$ cat src/rtl/irq_seq_pkg.sv
package irq_seq_pkg;

   // sequencer steps; entry walks PF_LO..VR4, return walks RI_LO..REND
   typedef enum logic [4:0] {
      ST_IDLE,
      ST_PF_LO, ST_PF_HI, ST_PC_LO, ST_PC_HI, ST_PI_LO, ST_PI_HI,
      ST_VR0, ST_VR1, ST_VR2, ST_VR3, ST_VR4,
      ST_RI_LO, ST_RI_HI, ST_RC_LO, ST_RC_HI, ST_RF_LO, ST_RF_HI, ST_REND
   } seq_st_t;

   // request sources, index order is the priority (0 wins)
   localparam int unsigned SRC_NMI  = 0;
   localparam int unsigned SRC_INTR = 1;
   localparam int unsigned SRC_STEP = 2;
   localparam int unsigned SRC_SW   = 3;
   localparam int unsigned SRC_IRET = 4;
   localparam int unsigned SRC_N    = 5;

endpackage

$ cat src/rtl/irq_seq_arb.sv
module irq_seq_arb #(
   parameter int unsigned N = 4
) (
   input  logic [N-1:0] req,
   output logic [N-1:0] grant
);

   // seen[i]: some request with a lower index is active
   logic [N-1:0] seen;

   assign seen[0] = 1'b0;

   for (genvar i = 0; i < N; i++) begin : g_pri
      assign grant[i] = req[i] & ~seen[i];
      if (i + 1 < N) begin : g_nx
         assign seen[i+1] = seen[i] | req[i];
      end
   end

endmodule

$ cat src/rtl/irq_seq_bus.sv
module irq_seq_bus
   import irq_seq_pkg::*;
#(
   parameter int unsigned ADDR_W = 16
) (
   input  irq_seq_pkg::seq_st_t st,
   input  logic [15:0]          sp,
   input  logic [7:0]           vtype,
   input  logic [15:0]          flags,
   input  logic [15:0]          cs,
   input  logic [15:0]          ip,
   output logic [ADDR_W-1:0]    addr,
   output logic [7:0]           wdata,
   output logic                 we
);

   localparam int unsigned EXT = ADDR_W - 16;

   logic [15:0] a16;
   logic [15:0] vbase;

   assign vbase = {6'b0, vtype, 2'b00};

   always_comb begin
      a16   = '0;
      wdata = '0;
      we    = 1'b0;
      unique case (st)
         ST_PF_LO: begin a16 = sp - 16'd2; wdata = flags[7:0];  we = 1'b1; end
         ST_PF_HI: begin a16 = sp + 16'd1; wdata = flags[15:8]; we = 1'b1; end
         ST_PC_LO: begin a16 = sp - 16'd2; wdata = cs[7:0];     we = 1'b1; end
         ST_PC_HI: begin a16 = sp + 16'd1; wdata = cs[15:8];    we = 1'b1; end
         ST_PI_LO: begin a16 = sp - 16'd2; wdata = ip[7:0];     we = 1'b1; end
         ST_PI_HI: begin a16 = sp + 16'd1; wdata = ip[15:8];    we = 1'b1; end
         ST_VR0:   a16 = vbase;
         ST_VR1:   a16 = vbase + 16'd1;
         ST_VR2:   a16 = vbase + 16'd2;
         ST_VR3:   a16 = vbase + 16'd3;
         ST_RI_LO, ST_RC_LO, ST_RF_LO: a16 = sp;
         ST_RI_HI, ST_RC_HI, ST_RF_HI: a16 = sp + 16'd1;
         default: ;
      endcase
   end

   if (EXT == 0) begin : g_flat
      assign addr = a16;
   end else begin : g_wide
      assign addr = {{EXT{1'b0}}, a16};
   end

endmodule

$ cat src/rtl/irq_entry_seq.sv
module irq_entry_seq
   import irq_seq_pkg::*;
#(
   parameter int unsigned ADDR_W    = 16,
   parameter int unsigned IF_BIT    = 9,
   parameter int unsigned TF_BIT    = 8,
   parameter logic [7:0]  NMI_TYPE  = 8'd2,
   parameter logic [7:0]  STEP_TYPE = 8'd1
) (
   input  logic              clk,
   input  logic              rst_n,
   input  logic              nmi_req,
   input  logic              intr_req,
   input  logic [7:0]        intr_type,
   input  logic              sw_req,
   input  logic [7:0]        sw_type,
   input  logic              insn_done,
   input  logic              iret_req,
   input  logic              ld_en,
   input  logic [15:0]       ld_flags,
   input  logic [15:0]       ld_cs,
   input  logic [15:0]       ld_ip,
   input  logic [15:0]       ld_sp,
   output logic [ADDR_W-1:0] mem_addr,
   output logic [7:0]        mem_wdata,
   output logic              mem_we,
   input  logic [7:0]        mem_rdata,
   output logic              busy,
   output logic [15:0]       flags,
   output logic [15:0]       cs,
   output logic [15:0]       ip,
   output logic [15:0]       sp
);

   localparam int unsigned WORD_W = 16;

   if (ADDR_W < WORD_W) begin : g_bad_addr
      $error("irq_entry_seq: ADDR_W must cover a 16-bit stack pointer");
   end
   if (IF_BIT >= WORD_W || TF_BIT >= WORD_W || IF_BIT == TF_BIT) begin : g_bad_bits
      $error("irq_entry_seq: flag bit positions out of range");
   end

   seq_st_t          st_q, st_d;
   logic [SRC_N-1:0] pend_q, req, grant, strobe;
   logic [7:0]       vtype_q, swtype_q, sel_type;
   logic [7:0]       byte_q;
   logic             idle, accept;

   assign idle = (st_q == ST_IDLE);
   assign busy = ~idle;

   // strobes that are remembered until served; the maskable level is not
   always_comb begin
      strobe           = '0;
      strobe[SRC_NMI]  = nmi_req;
      strobe[SRC_STEP] = insn_done & flags[TF_BIT];
      strobe[SRC_SW]   = sw_req;
      strobe[SRC_IRET] = iret_req;
      req              = pend_q | strobe;
      req[SRC_INTR]    = intr_req & flags[IF_BIT];
   end

   irq_seq_arb #(.N(SRC_N)) u_arb (
      .req   (req),
      .grant (grant)
   );

   assign accept = idle & (|req);

   always_comb begin
      if (grant[SRC_NMI])       sel_type = NMI_TYPE;
      else if (grant[SRC_INTR]) sel_type = intr_type;
      else if (grant[SRC_STEP]) sel_type = STEP_TYPE;
      else if (sw_req)          sel_type = sw_type;
      else                      sel_type = swtype_q;
   end

   always_comb begin
      st_d = st_q;
      unique case (st_q)
         ST_IDLE:  if (accept) st_d = grant[SRC_IRET] ? ST_RI_LO : ST_PF_LO;
         ST_PF_LO: st_d = ST_PF_HI;
         ST_PF_HI: st_d = ST_PC_LO;
         ST_PC_LO: st_d = ST_PC_HI;
         ST_PC_HI: st_d = ST_PI_LO;
         ST_PI_LO: st_d = ST_PI_HI;
         ST_PI_HI: st_d = ST_VR0;
         ST_VR0:   st_d = ST_VR1;
         ST_VR1:   st_d = ST_VR2;
         ST_VR2:   st_d = ST_VR3;
         ST_VR3:   st_d = ST_VR4;
         ST_RI_LO: st_d = ST_RI_HI;
         ST_RI_HI: st_d = ST_RC_LO;
         ST_RC_LO: st_d = ST_RC_HI;
         ST_RC_HI: st_d = ST_RF_LO;
         ST_RF_LO: st_d = ST_RF_HI;
         ST_RF_HI: st_d = ST_REND;
         default:  st_d = ST_IDLE;
      endcase
   end

   always_ff @(posedge clk) begin
      if (!rst_n) begin
         st_q     <= ST_IDLE;
         pend_q   <= '0;
         vtype_q  <= '0;
         swtype_q <= '0;
         byte_q   <= '0;
         flags    <= '0;
         cs       <= '0;
         ip       <= '0;
         sp       <= '0;
      end else begin
         st_q   <= st_d;
         pend_q <= (pend_q | strobe) & ~(accept ? grant : '0);
         if (sw_req) swtype_q <= sw_type;
         if (accept) vtype_q <= sel_type;
         if (idle && ld_en) begin
            flags <= ld_flags;
            cs    <= ld_cs;
            ip    <= ld_ip;
            sp    <= ld_sp;
         end
         unique case (st_q)
            ST_PF_LO, ST_PC_LO, ST_PI_LO: sp <= sp - 16'd2;
            ST_PF_HI: begin
               flags[IF_BIT] <= 1'b0;
               flags[TF_BIT] <= 1'b0;
            end
            ST_VR1, ST_VR3: byte_q <= mem_rdata;
            ST_VR2:   ip <= {mem_rdata, byte_q};
            ST_VR4:   cs <= {mem_rdata, byte_q};
            ST_RI_HI, ST_RC_HI, ST_RF_HI: begin
               byte_q <= mem_rdata;
               sp     <= sp + 16'd2;
            end
            ST_RC_LO: ip    <= {mem_rdata, byte_q};
            ST_RF_LO: cs    <= {mem_rdata, byte_q};
            ST_REND:  flags <= {mem_rdata, byte_q};
            default: ;
         endcase
      end
   end

   irq_seq_bus #(.ADDR_W(ADDR_W)) u_bus (
      .st    (st_q),
      .sp    (sp),
      .vtype (vtype_q),
      .flags (flags),
      .cs    (cs),
      .ip    (ip),
      .addr  (mem_addr),
      .wdata (mem_wdata),
      .we    (mem_we)
   );

endmodule

$ cat config.mk
export PLATFORM = sky130hd
export DESIGN_NAME = irq_entry_seq
export DESIGN_NICKNAME = d
export VERILOG_FILES = /design/src/rtl/irq_seq_pkg.sv /design/src/rtl/irq_seq_arb.sv /design/src/rtl/irq_seq_bus.sv /design/src/rtl/irq_entry_seq.sv
export SDC_FILE = /design/constraint.sdc
export NUM_CORES = 1
export LEC_CHECK = 0
export BUFFER_PORTS_ARGS = -buffer_cell sky130_fd_sc_hd__buf_2
export CAP_MARGIN = 30
export CORE_MARGIN = 1.5
export CORE_UTILIZATION = 56
export DETAILED_ROUTE_END_ITERATION = 12
export PLACE_DENSITY = 0.86
export SLEW_MARGIN = 25
export SYNTH_ARGS = -nofsm -noshare
export SYNTH_HDL_FRONTEND = slang
export SYNTH_SLANG_ARGS = --single-unit
$ cat constraint.sdc
create_clock -name clk -period 4.15 [get_ports clk]
set_input_delay 0.415 -clock clk [delete_from_list [all_inputs] [get_ports clk]]
set_output_delay 0.415 -clock clk [all_outputs]
set_load 0.02 [all_outputs]
==> key figures <==
Finish
  • Area grow syn2layout: 18.9%
  • Post-route cell area: 0.00705 mm2
  • # nets final: 1022
  • Layout fillers: 923
  • Register Area: 0.00194 mm2
  • Multi-input gate area: 0.00367 mm2
  • Ant. Diodes: 0
  • Post-route insts no fill: 1064
  • Layout cells sized above 1: 25.6%

Timing
  • Final period utilization: 87.7%
  • Fmax: 275 MHz
  • Worst relative slew slack: 41.5%
  • # setup viols final: 0
  • Clock Skew: 0.0264 ns
  • Worst-Margin Slew: 0.876 ns
  • Endpoints failing hold: 0
  • Setup_tns: 0 ns
  • Minimum clock period: 3.64 ns
  • Slew Limit Fails: 0
  • Setup ws final: 0.512 ns
  • Setup repair after global routing missed its margin: false
  • Hold_ws: 0.274 ns

Critical path
  • CP Capture Type: output port
  • Worst reg2reg path depth: 6
  • Delay-heaviest family, CP: simple AND/OR/NAND/NOR gates
  • CP startpoint kind: flip-flop
  • Worst-path cell chain: or2_2 > nand3_1 > nand2_1 > nand3_1 > o311ai_0 > buf_2
  • Worst reg-to-reg setup slack: 1.38 ns
  • Worst-path maximum fanout: 22
  • CP Class: reg -> out
  • Worst path max stage delay: 0.91 ns
  • CP dominant cell by count: nand3_1
  • CP Data Arrival Time: 3.22 ns
  • Req. time, crit path: 3.73 ns
  • CP Buf/Inv Count: 1
  • Crit-path slowest cell: dfxtp_1
  • Capture point of the worst reg-to-reg path: cs[1]
  • Reg2reg start: st_q[3]

Route
  • DRC Markers: 0
  • DRT iter0 DRCs: 885
  • Drt pass-1 iters: 8
  • DR vias/cell: 6.51
  • Max layer used: met4
  • Routed Antenna Nets: 0
  • Met1 WL: 8.10 mm
  • Met2 WL: 9.33 mm
  • WL/cell: 19.1 um
  • Total wire length: 20.3 mm
  • Via count: 6929
  • Met3 wire length: 2.22 mm

GRT
  • Largest net degree at the start of global routing: 59
  • Vias in the first global route: 6491
  • Total Routing Usage GR: 35.1%
  • Initial antenna violation count: 0
  • Gr ovfl total: 0
  • First-pass GRT wire length: 31.8 mm

Min path
  • Hold EP: flags[11]
  • Hold path cells: 3
  • Hold WC Path Type: in -> reg
  • Hold_sp: ld_flags[11]

Clocking
  • Setup Fix Bufs, Post-CTS: 0
  • Skew-Pair Late Insertion Delay: 0.39 ns
  • CTS tree: built
  • CTS buffer count: 9
  • Clk sinks: 97
  • Clk slew on worst S/H paths: 0.11 ns
  • Gates resized, CTS repair: 0
  • H-Tree Depth: 3
  • Post-CTS Hold Buffers: 0
  • Clock buffer depth: 2
  • Root Buffer: clkbuf_8

Yosys
  • Yosys top cell by area: dfxtp_1
  • Top cells by area, synth: dfxtp_1, nand2_1, nor2_1, a22oi_1, a311oi_1
  • EDFF count, synth: 0
  • Area of the mapped netlist: 0.00593 mm2
  • Syn nets: 876
  • Seq cells post-synth: 97
  • Syn avg cell area: 7.63 um2
  • Post-synthesis sequential area ratio: 32.7%
  • Netlist cell types: 71
  • Most common cell in the netlist: nand2_1
  • Top-area cell type share of the netlist area: 32.7%
  • Post-synth ARST share: 0%
  • Post-synth top cells: nand2_1, dfxtp_1, nor2_1
  • Ys flop type: dfxtp_1
  • Ys Warns: 0
  • Post-synthesis cell count: 777

Floorplan
  • Core area: 0.0103 mm2
  • Cell Rows: 37
  • Die W: 106 um
  • Initial Utilization: 57.7%
  • Full die area: 0.0112 mm2
  • Io pins: 186
  • Die boundary height: 106 um

Power and ir drop
  • Max VDD drop: 0.000318 V
  • Clock network fraction of total power: 13.1%
  • Switch share: 51.8%
  • Pint: 2.33 mW
  • P_leak: 3.00 nW
  • Seq pwr share: 32.5%
  • Logic pwr share: 54.4%
  • P per Cell Area: 686 mW/mm2
  • Net Switching: 2.50 mW

Place
  • Post-DP Area: 0.00685 mm2
  • Routability cong.: 0.975
  • Hpwl dp: 14.0 mm
  • Placed Cells: 1047
  • I/O Buffers: 185
  • Setup WS pre-CTS: 1.08 ns

Status
  • Outcome: finished clean

Job
  • MaxCap Viol Count: 0
[worst max-delay path by stage]
stage	start	endpoint	slack, ns	depth (start not counted)
floorplan	sp[2]	mem_addr[5]	1.53	5
global placement	st_q[1]	mem_addr[11]	1.26	6
detailed placement	st_q[1]	mem_addr[11]	1.08	6
CTS	st_q[1]	mem_addr[11]	0.65	6
global route	st_q[1]	mem_addr[11]	0.44	6
finish	st_q[1]	mem_addr[11]	0.51	6
[per-stage QoR]
step,power [mW],utilization (%)
2_1_floorplan,3.36,-
3_3_place_gp,4.08,66.5
3_5_place_dp,4.12,66.6
4_1_cts,4.76,68.5
5_1_grt,5.09,68.6
6_report,4.83,68.6
[power by group through the flow]
stage               clock (mW)  sequential, mW  combinational, mW
floorplan                    0            1.54               1.81
global placement             0            1.56               2.52
detailed placement           0            1.57               2.56
CTS                      0.631            1.55               2.58
global route             0.666            1.61               2.82
finish                   0.632            1.57               2.63
[cell usage in the layout, fill, tap and decap left out, types with 9 or more instances in the layout]
| cell | count |
|---|---|
| buf_2 | 185 |
| nor3_1 | 20 |
| a311oi_1 | 32 |
| nand2b_1 | 10 |
| a22oi_1 | 41 |
| nand3_1 | 19 |
| clkbuf_8 | 9 |
| nand4_1 | 10 |
| o211ai_1 | 9 |
| a21oi_1 | 44 |
| o21ai_0 | 36 |
| nand2_1 | 116 |
| nor4_1 | 11 |
| xnor2_1 | 12 |
| nor2_1 | 93 |
| buf_4 | 14 |
| mux2i_1 | 20 |
| dfxtp_1 | 97 |
[registers in the layout (all words and copies together), names as in the netlist]
name	cells
sp	16
byte_q	8
pend_q	4
flags	16
cs	16
swtype_q	8
ip	16
st_q	5
vtype_q	8
[routing by layer]
layer,up-vias,global-route usage (%)
met5,-,0
met4,0,14.7
met1,3174,45.6
li1,3183,-
met2,495,57.2
met3,77,6.68
[cell families (layout without fill, tap and decap cells)]
group	count (synthesis)	after routing	share of synthesized area [%]
flip-flops	97	97	32.7
buffers and inverters	75	226	5.70
XOR/XNOR	20	20	2.95
multiplexers	21	21	3.57
AND/OR/NAND/NOR	321	321	25.7
adder cells (fa/ha/maj)	3	3	0.633
AO/OA/AOI/OAI	240	240	28.7
[tightest hold or removal path, cell delays in order]
cell,delay (ns)
buf_2,0.09
nand2_1,0.04
a311oi_1,0.07
[layout make-up]
type / count / area share, %
sequential: 97 / 27.5
clock buffer: 9 / 1.76
timing repair buffer: 200 / 14.7
multi-input combinational: 605 / 52.0
clock inverter: 7 / 1.03
inverter: 10 / 0.532
tap: 136 / 2.41
No activity file was read; power rests on OpenSTA's default activity.
